===== src/rtl/alu8_pkg.sv =====
package alu8_pkg;

    typedef enum logic [2:0] {
        OP_ADD = 3'd0,
        OP_ADC = 3'd1,
        OP_SUB = 3'd2,
        OP_SBB = 3'd3,
        OP_AND = 3'd4,
        OP_XOR = 3'd5,
        OP_OR  = 3'd6,
        OP_CMP = 3'd7
    } alu_op_e;

    // bit positions inside the flag byte
    localparam int FB_CY = 0;
    localparam int FB_K1 = 1;
    localparam int FB_P  = 2;
    localparam int FB_K3 = 3;
    localparam int FB_AC = 4;
    localparam int FB_K5 = 5;
    localparam int FB_Z  = 6;
    localparam int FB_S  = 7;

    localparam logic [7:0] FLAG_FIXED_ONES = 8'h02;

endpackage


===== src/rtl/alu8_datapath.sv =====
module alu8_datapath
    import alu8_pkg::*;
#(
    parameter int DATA_W = 8
) (
    input  logic [DATA_W-1:0] opa,
    input  logic [DATA_W-1:0] opt,
    input  alu_op_e           op,
    input  logic              cy_in,
    output logic [DATA_W-1:0] res,
    output logic              cy_out,
    output logic              ac_out,
    output logic              wb_en
);
    localparam int HALF_W = DATA_W / 2;

    logic              is_sub;
    logic              is_arith;
    logic              cin;
    logic [DATA_W-1:0] opnd;
    logic [DATA_W:0]   full_sum;
    logic [HALF_W:0]   low_sum;

    always_comb begin
        is_sub   = (op == OP_SUB) || (op == OP_SBB) || (op == OP_CMP);
        is_arith = is_sub || (op == OP_ADD) || (op == OP_ADC);
        opnd     = is_sub ? ~opt : opt;
        unique case (op)
            OP_ADC:  cin = cy_in;
            OP_SUB:  cin = 1'b1;
            OP_CMP:  cin = 1'b1;
            OP_SBB:  cin = ~cy_in;
            default: cin = 1'b0;
        endcase
        full_sum = {1'b0, opa} + {1'b0, opnd} + {{DATA_W{1'b0}}, cin};
        low_sum  = {1'b0, opa[HALF_W-1:0]} + {1'b0, opnd[HALF_W-1:0]}
                 + {{HALF_W{1'b0}}, cin};
    end

    always_comb begin
        wb_en = (op != OP_CMP);
        if (is_arith) begin
            res    = full_sum[DATA_W-1:0];
            cy_out = is_sub ? ~full_sum[DATA_W] : full_sum[DATA_W];
            ac_out = low_sum[HALF_W];
        end else begin
            unique case (op)
                OP_AND:  res = opa & opt;
                OP_XOR:  res = opa ^ opt;
                default: res = opa | opt;
            endcase
            cy_out = 1'b0;
            ac_out = (op == OP_AND);
        end
    end

endmodule


===== src/rtl/alu8_flagpack.sv =====
module alu8_flagpack
    import alu8_pkg::*;
#(
    parameter int DATA_W = 8
) (
    input  logic [DATA_W-1:0] res,
    input  logic              cy,
    input  logic              ac,
    output logic [7:0]        flag_byte
);
    always_comb begin
        flag_byte        = FLAG_FIXED_ONES;
        flag_byte[FB_S]  = res[DATA_W-1];
        flag_byte[FB_Z]  = (res == '0);
        flag_byte[FB_AC] = ac;
        flag_byte[FB_P]  = ~^res;
        flag_byte[FB_CY] = cy;
    end
endmodule


===== src/rtl/alu8_unit.sv =====
module alu8_unit
    import alu8_pkg::*;
#(
    parameter int DATA_W = 8
) (
    input  logic              clk,
    input  logic              rst_n,
    input  logic              acc_load,
    input  logic [DATA_W-1:0] acc_din,
    input  logic              tmp_load,
    input  logic [DATA_W-1:0] tmp_din,
    input  logic              exec,
    input  logic [2:0]        op,
    output logic [DATA_W-1:0] acc_q,
    output logic [DATA_W-1:0] tmp_q,
    output logic [7:0]        flags_q
);
    alu_op_e           op_e;
    logic [DATA_W-1:0] dp_res;
    logic              dp_cy;
    logic              dp_ac;
    logic              dp_wb;
    logic [7:0]        next_flags;

    assign op_e = alu_op_e'(op);

    alu8_datapath #(.DATA_W(DATA_W)) u_dp (
        .opa    (acc_q),
        .opt    (tmp_q),
        .op     (op_e),
        .cy_in  (flags_q[FB_CY]),
        .res    (dp_res),
        .cy_out (dp_cy),
        .ac_out (dp_ac),
        .wb_en  (dp_wb)
    );

    alu8_flagpack #(.DATA_W(DATA_W)) u_fp (
        .res       (dp_res),
        .cy        (dp_cy),
        .ac        (dp_ac),
        .flag_byte (next_flags)
    );

    always_ff @(posedge clk) begin
        if (!rst_n) begin
            acc_q   <= '0;
            tmp_q   <= '0;
            flags_q <= FLAG_FIXED_ONES;
        end else begin
            if (tmp_load) tmp_q <= tmp_din;
            if (exec) begin
                flags_q <= next_flags;
                if (dp_wb) acc_q <= dp_res;
            end else if (acc_load) begin
                acc_q <= acc_din;
            end
        end
    end

    AST_FIXED_BITS: assert property (@(posedge clk) disable iff (!rst_n)
        flags_q[FB_K1] && !flags_q[FB_K3] && !flags_q[FB_K5]);
    AST_FLAGS_FROZEN: assert property (@(posedge clk) disable iff (!rst_n)
        !exec |=> $stable(flags_q));
    AST_CMP_KEEPS_ACC: assert property (@(posedge clk) disable iff (!rst_n)
        (exec && op == 3'd7) |=> $stable(acc_q));
    AST_ZERO_FLAG: assert property (@(posedge clk) disable iff (!rst_n)
        (exec && op != 3'd7) |=> flags_q[FB_Z] == (acc_q == '0));
    AST_SIGN_FLAG: assert property (@(posedge clk) disable iff (!rst_n)
        (exec && op != 3'd7) |=> flags_q[FB_S] == acc_q[DATA_W-1]);
    AST_PARITY_FLAG: assert property (@(posedge clk) disable iff (!rst_n)
        (exec && op != 3'd7) |=> flags_q[FB_P] == ($countones(acc_q) % 2 == 0));
    AST_LOGIC_FLAGS: assert property (@(posedge clk) disable iff (!rst_n)
        (exec && op[2] && op != 3'd7) |=>
            !flags_q[FB_CY] && (flags_q[FB_AC] == ($past(op) == 3'd4)));

endmodule


===== config.mk =====
export PLATFORM = sky130hd
export DESIGN_NAME = alu8_unit
export DESIGN_NICKNAME = d
export VERILOG_FILES = /design/src/rtl/alu8_pkg.sv /design/src/rtl/alu8_datapath.sv /design/src/rtl/alu8_flagpack.sv /design/src/rtl/alu8_unit.sv
export SDC_FILE = /design/constraint.sdc
export NUM_CORES = 1
export LEC_CHECK = 0
export CAP_MARGIN = 30
export CORE_UTILIZATION = 48
export DETAILED_ROUTE_END_ITERATION = 8
export GPL_ROUTABILITY_DRIVEN = 0
export PLACE_DENSITY_LB_ADDON = 0.1
export SLEW_MARGIN = 20
export SYNTH_ARGS = -nofsm -noshare
export SYNTH_HDL_FRONTEND = slang
export SYNTH_SLANG_ARGS = --single-unit

===== constraint.sdc =====
create_clock -name clk -period 5.9 [get_ports clk]
set_input_delay 1.18 -clock clk [delete_from_list [all_inputs] [get_ports clk]]
set_output_delay 1.18 -clock clk [all_outputs]
set_load 0.02 [all_outputs]

## After elaboration in Yosys (flattened, before gate mapping)

Index checks and enable logic that the tools add are counted.

| word-level totals | value |
|---|---|
| register bits | 21 |
| input port bits | 24 |
| output and inout port bits | 24 |
| logic and storage cells | 41 |

| cells by class | value |
|---|---|
| $add $sub $neg | 4 |
| equality and inequality tests | 8 |
| mux-type cells | 10 |
| bitwise operators | 6 |
| reductions and logical operators | 10 |

Operator list:

| cell | count |
|---|---|
| $mux 8 | 5 |
| $pmux 8 s2 | 1 |
| $add 8x8->9 | 1 |
| $add 9x1->9 | 1 |
| $eq 3x3->1 const B | 3 |
| $and 8x8->8 | 1 |
| $logic_not 8->1 | 1 |
| $not 8->8 | 1 |
| $or 8x8->8 | 1 |
| $reduce_xnor 8->1 | 1 |
| $xor 8x8->8 | 1 |
| $eq 3x2->1 const B | 2 |
| $add 4x4->5 | 1 |
| $add 5x1->5 | 1 |
| $logic_or 1x1->1 | 4 |
| $eq 3x1->1 const B | 1 |
| $logic_not 3->1 | 1 |
| $mux 1 | 3 |
| $ne 3x3->1 const B | 1 |
| $pmux 1 s3 | 1 |
| $ne 2x1->1 const B | 1 |
| $not 1->1 | 2 |
| $reduce_and 2->1 | 1 |
| $reduce_bool 2->1 | 1 |
| $reduce_or 2->1 | 1 |

## Logic depth before layout (Yosys ltp)

| logic depth | value |
|---|---|
| depth after elaboration | 9 |
| depth in mapped cells | 18 |
| gate-level depth less buffers | 17 |

## By module

Synthesis repeated with hierarchy kept, for this count alone.

| second synthesis, totals | value |
|---|---|
| cells, all modules | 254 |
| area total of the unflattened synthesis | 2290.9 µm² |

Modules (own cells, without submodules):

| module | instances | cells an instance | area an instance (µm²) | sequential area each (µm²) |
|---|---|---|---|---|
| alu8_datapath | 1 | 143 | 1137.3 | 0.0 |
| alu8_unit | 1 | 87 | 985.9 | 480.5 |
| alu8_flagpack | 1 | 24 | 167.7 | 0.0 |

## Least setup slack after synthesis

No wires, ideal clock.

| timing | value |
|---|---|
| path kind | input port to flip-flop |
| start | in op[0] |
| end | reg flags_q[2] |
| setup time | 0.128 ns |
| data arrival time | 4.060 ns |
| data required time | 5.772 ns |
| path slack | 1.712 ns |
| stages | 18 |
| path buffers | 1 |
| cells stage by stage | buf_4 nor2b_1 a21oi_1 nor2_1 nor2_1 fa_1 fa_1 nand2b_1 a21oi_1 o2111ai_1 o41ai_1 nor2_1 ha_1 xor2_1 xnor2_1 nor2_1 a21oi_1 nor2_1 |

| on the way | value |
|---|---|
| cells in the longest elaborated chain, start to end | 8 |
| elaborated cells on any way between the ends | 19 |
| those cells by class | 2 x add/sub; 6 x eq/ne; 4 x mux; 7 x reduce/logical |

Ends and longest elaborated chain:

| item | line | source |
|---|---|---|
| start, declared | alu8_unit.sv:13 | `input logic [2:0] op,` |
| $eq 3x2->1 | alu8_datapath.sv:25, alu8_datapath.sv:28 |  |
| $logic_or 1x1->1 (2 in series) | alu8_datapath.sv:25 | `is_sub = (op == OP_SUB) \|\| (op == OP_SBB) \|\| (op == OP_CMP);` |
| $mux 8 | alu8_datapath.sv:27 | `opnd = is_sub ? ~opt : opt;` |
| $add 8x8->9 | alu8_datapath.sv:35 | `full_sum = {1'b0, opa} + {1'b0, opnd} + {{DATA_W{1'b0}}, cin};` |
| $add 9x1->9 | alu8_datapath.sv:35 |  |
| $mux 8 * | alu8_datapath.sv:42 | `if (is_arith) begin` |
| $reduce_xnor 8->1 * | alu8_flagpack.sv:16 | `flag_byte[FB_P] = ~^res;` |
| end signal, assigned | alu8_unit.sv:53 | `flags_q <= next_flags;` |
| end, declared | alu8_unit.sv:16 | `output logic [7:0] flags_q` |

Mark *: on every way between the ends. The rest lies on a longest branch, timed or not.
A chain may end at the register's enable or synchronous reset.

## Final worst setup path

| timing | value |
|---|---|
| start | in op[1] |
| end | reg flags_q[2] |

Same word-level chain as after synthesis.

==> impl_metrics.json <==
{
  "p_leak_nw": 1.077,
  "ys_warn_count": 0,
  "die_x_um": 68.04,
  "synthDistinctLibCells": 62,
  "synth.cell_area_sq_um": 2093,
  "final_common_cell": "clkdlybuf4s50_1",
  "crit_start": "op[1]",
  "fp.dieArea_sq_um": 4629,
  "port_buffers": 44,
  "min_path_type": "flop to flop",
  "h-tree-depth": 1,
  "path_buf_inv": 1,
  "critPathArrivalTime_ns": 5.12,
  "swShare_pct": 39.46,
  "setup_ws_ns": 0.9355,
  "synth_top_cell_by_area": "dfxtp_1",
  "ant_nets": 0,
  "pre_cts_ws_ns": 0.7187,
  "seq_power_share_pct": 30.5,
  "antenna_found_initial": 0,
  "critical_path_peak_fanout": 14,
  "ys_seq_elements": 21,
  "overflow": 0,
  "layout_common_cells": "44 x clkdlybuf4s50_1, 27 x ha_1, 26 x nor2_1",
  "cts_buffers": 3,
  "drive_gt1_share_pct": 5.498,
  "slowest_stage": "clkdlybuf4s50_1",
  "timing.final.crit_period_ns": 4.964,
  "area_growth_pct": 22.18,
  "status": "finished clean",
  "cts_resized": 0,
  "syn_area_per_cell_sq_um": 8.209,
  "max_slew_margin_pct": 57.62,
  "ios": 48,
  "p_int_w": 0.0003442,
  "start_util_pct": 51.22,
  "placeableCoreArea_sq_um": 4086,
  "wl_um": 5229,
  "wl_per_cell_um": 15.33,
  "synth_edf_count": 0,
  "cp_cell_sequence": "clkdlybuf4s50_1 > nor2b_1 > a21oi_1 > nor2_1 > nor2_1 > fa_1 > fa_1 > nand2b_1 > a21oi_1 > o2111ai_1 > o41ai_1 > nor2_1 > ha_1 > xor2_1 > xnor2_1 > nor2_1 > a21oi_1 > nor2_1",
  "final_area_sq_um": 2557,
  "critPathMaxStageDelay_ns": 0.69,
  "die_h_um": 68.04,
  "synth_area_leaders": "dfxtp_1 20%, ha_1 16%, mux2i_1 5.7%",
  "final_nets": 345,
  "cellPowerDensity_nw_per_um2": 222.3,
  "netlist.area_leader.share_pct": 20.08,
  "holdBufCountCts": 0,
  "vias": 1955,
  "cap_viol_max_count": 0,
  "fmax_mhz": 201.4,
  "vias_per_cell": 5.733,
  "grt_use_total_pct": 25.07,
  "fin_setup_tns_ns": 0,
  "crit_path_start_kind": "input port",
  "dr.pass1.iters": 4,
  "end_kind": "flop",
  "p_clk_share_pct": 17.9,
  "grt_pass1_vias": 1749,
  "fin_crit_sh_pct": 84.14,
  "skew_ns": 0.003345,
  "antenna-diode-count": 0,
  "power.switching_w": 0.0002243,
  "cp_top_family": "adder cells",
  "drt-initial-drc-count": 116,
  "async_reset_ff_share_pct": 0,
  "syn_inst": 255,
  "final_hold_viol_count": 0,
  "post_cts_buffers": 0,
  "clock_sinks": 21,
  "fp-row-count": 23,
  "hpwl_um": 3969,
  "hp-start": "flags_q[4]",
  "drv_slew": 0,
  "reg2reg_from": "tmp_q[0]",
  "cts_tree": "built",
  "drc": 0,
  "synth_seq_area_share_pct": 20.08,
  "path_clk_slew_ns": 0.08,
  "clk_path_buf_depth": 2,
  "synth_flop_cell": "dfxtp_1",
  "finalSetupViolations": 0,
  "power.total_w": 0.0005684,
  "clkLatencyLatePin_ns": 0.27,
  "ir_drop_mv": 0.1422,
  "grt_max_degree": 19,
  "cts-root-buf": "clkbuf_8",
  "p_comb_share_pct": 51.6,
  "placed_area_sq_um": 2511,
  "rsz0062_at_grt": "false",
  "grt_first_pass_wirelength_um": 8480,
  "worst_pin_slew_ns": 0.6337,
  "critical_path_class": "input port to flop",
  "utilization_pct": 62.58,
  "crit_required_ns": 6.05,
  "crit_top_cell": "nor2_1"
}
[synth_stat cells (3+ instances only)]
library cell  number
o22ai_1            3
buf_4              9
mux2i_1           12
o21ai_0            7
nor2b_1            3
xnor2_1           11
o311a_1            3
nand3_1            4
nor2_1            26
or3_1              3
nand2_1            9
inv_1             24
a211oi_1           3
o21ai_1            6
ha_1              27
nand2b_1           7
dfxtp_1           21
a21oi_1           17
clkbuf_1           3
[final cells by class]
class / instances / area (sq um)
clock inverters: 1 / 5.005
inverters: 25 / 93.84
flip-flops and latches: 21 / 420.4
well taps: 50 / 62.56
fillers: 395 / 1529
repair buffers: 47 / 462.9
multi-input cells: 194 / 1471
clock buffers: 3 / 41.29
[state kept, by name, indices dropped and copies added (netlist names)]
name	cells
acc_q	8
flags_q	5
tmp_q	8
[through the flow]
| step | hold WS [ns] | cells |
|---|---|---|
| 2_1_floorplan | 0.4890 | 256 |
| 3_3_place_gp | 0.4787 | 337 |
| 3_5_place_dp | 0.4850 | 337 |
| 4_1_cts | 0.5052 | 341 |
| 5_1_grt | 0.5139 | 341 |
| 6_report | 0.5015 | 341 |
[path summary, 6_finish.rpt]
check                to  slack [ns]  cells after the start
max          flags_q[2]        0.94                     18
min          flags_q[4]        0.50                      2
max reg2reg  flags_q[2]        2.58                     15
min reg2reg  flags_q[4]        0.50                      2
[power by group through the flow]
stage	clock (W)	sequential, W	combinational (W)
finish	0.000102	0.000173	0.000293
global route	0.000112	0.000175	0.000330
CTS	0.000104	0.000173	0.000292
detailed placement	0	0.000176	0.000290
global placement	0	0.000176	0.000287
floorplan	0	0.000188	0.000198
[worst min-delay path: cells and delay by family (launching register included)]
kind / cells / cell delay, ns
flip-flops: 1 / 0.33
AND/OR/NAND/NOR: 2 / 0.13
[cells by family (layout without fill, tap and decap cells)]
group / Yosys count / in the layout / share of synthesized area [%]
simple gates: 70 / 70 / 16.80
compound gates: 68 / 68 / 24.15
buf+inv: 41 / 76 / 9.802
fa+ha+maj: 29 / 29 / 18.05
flops: 21 / 21 / 20.08
xor+xnor: 12 / 12 / 5.021
mux: 12 / 12 / 5.738
other cells: 2 / 3 / 0.3588
[layer usage]
metal	vias up	part of all wire [%]	GRT usage [%]
li1	969	-	-
met1	899	49	36.50
met2	80	41	36.27
met3	7	7.5	3.333
met4	0	1.6	10.68
met5	-	0	0
Power figures use the tool's default switching activity.
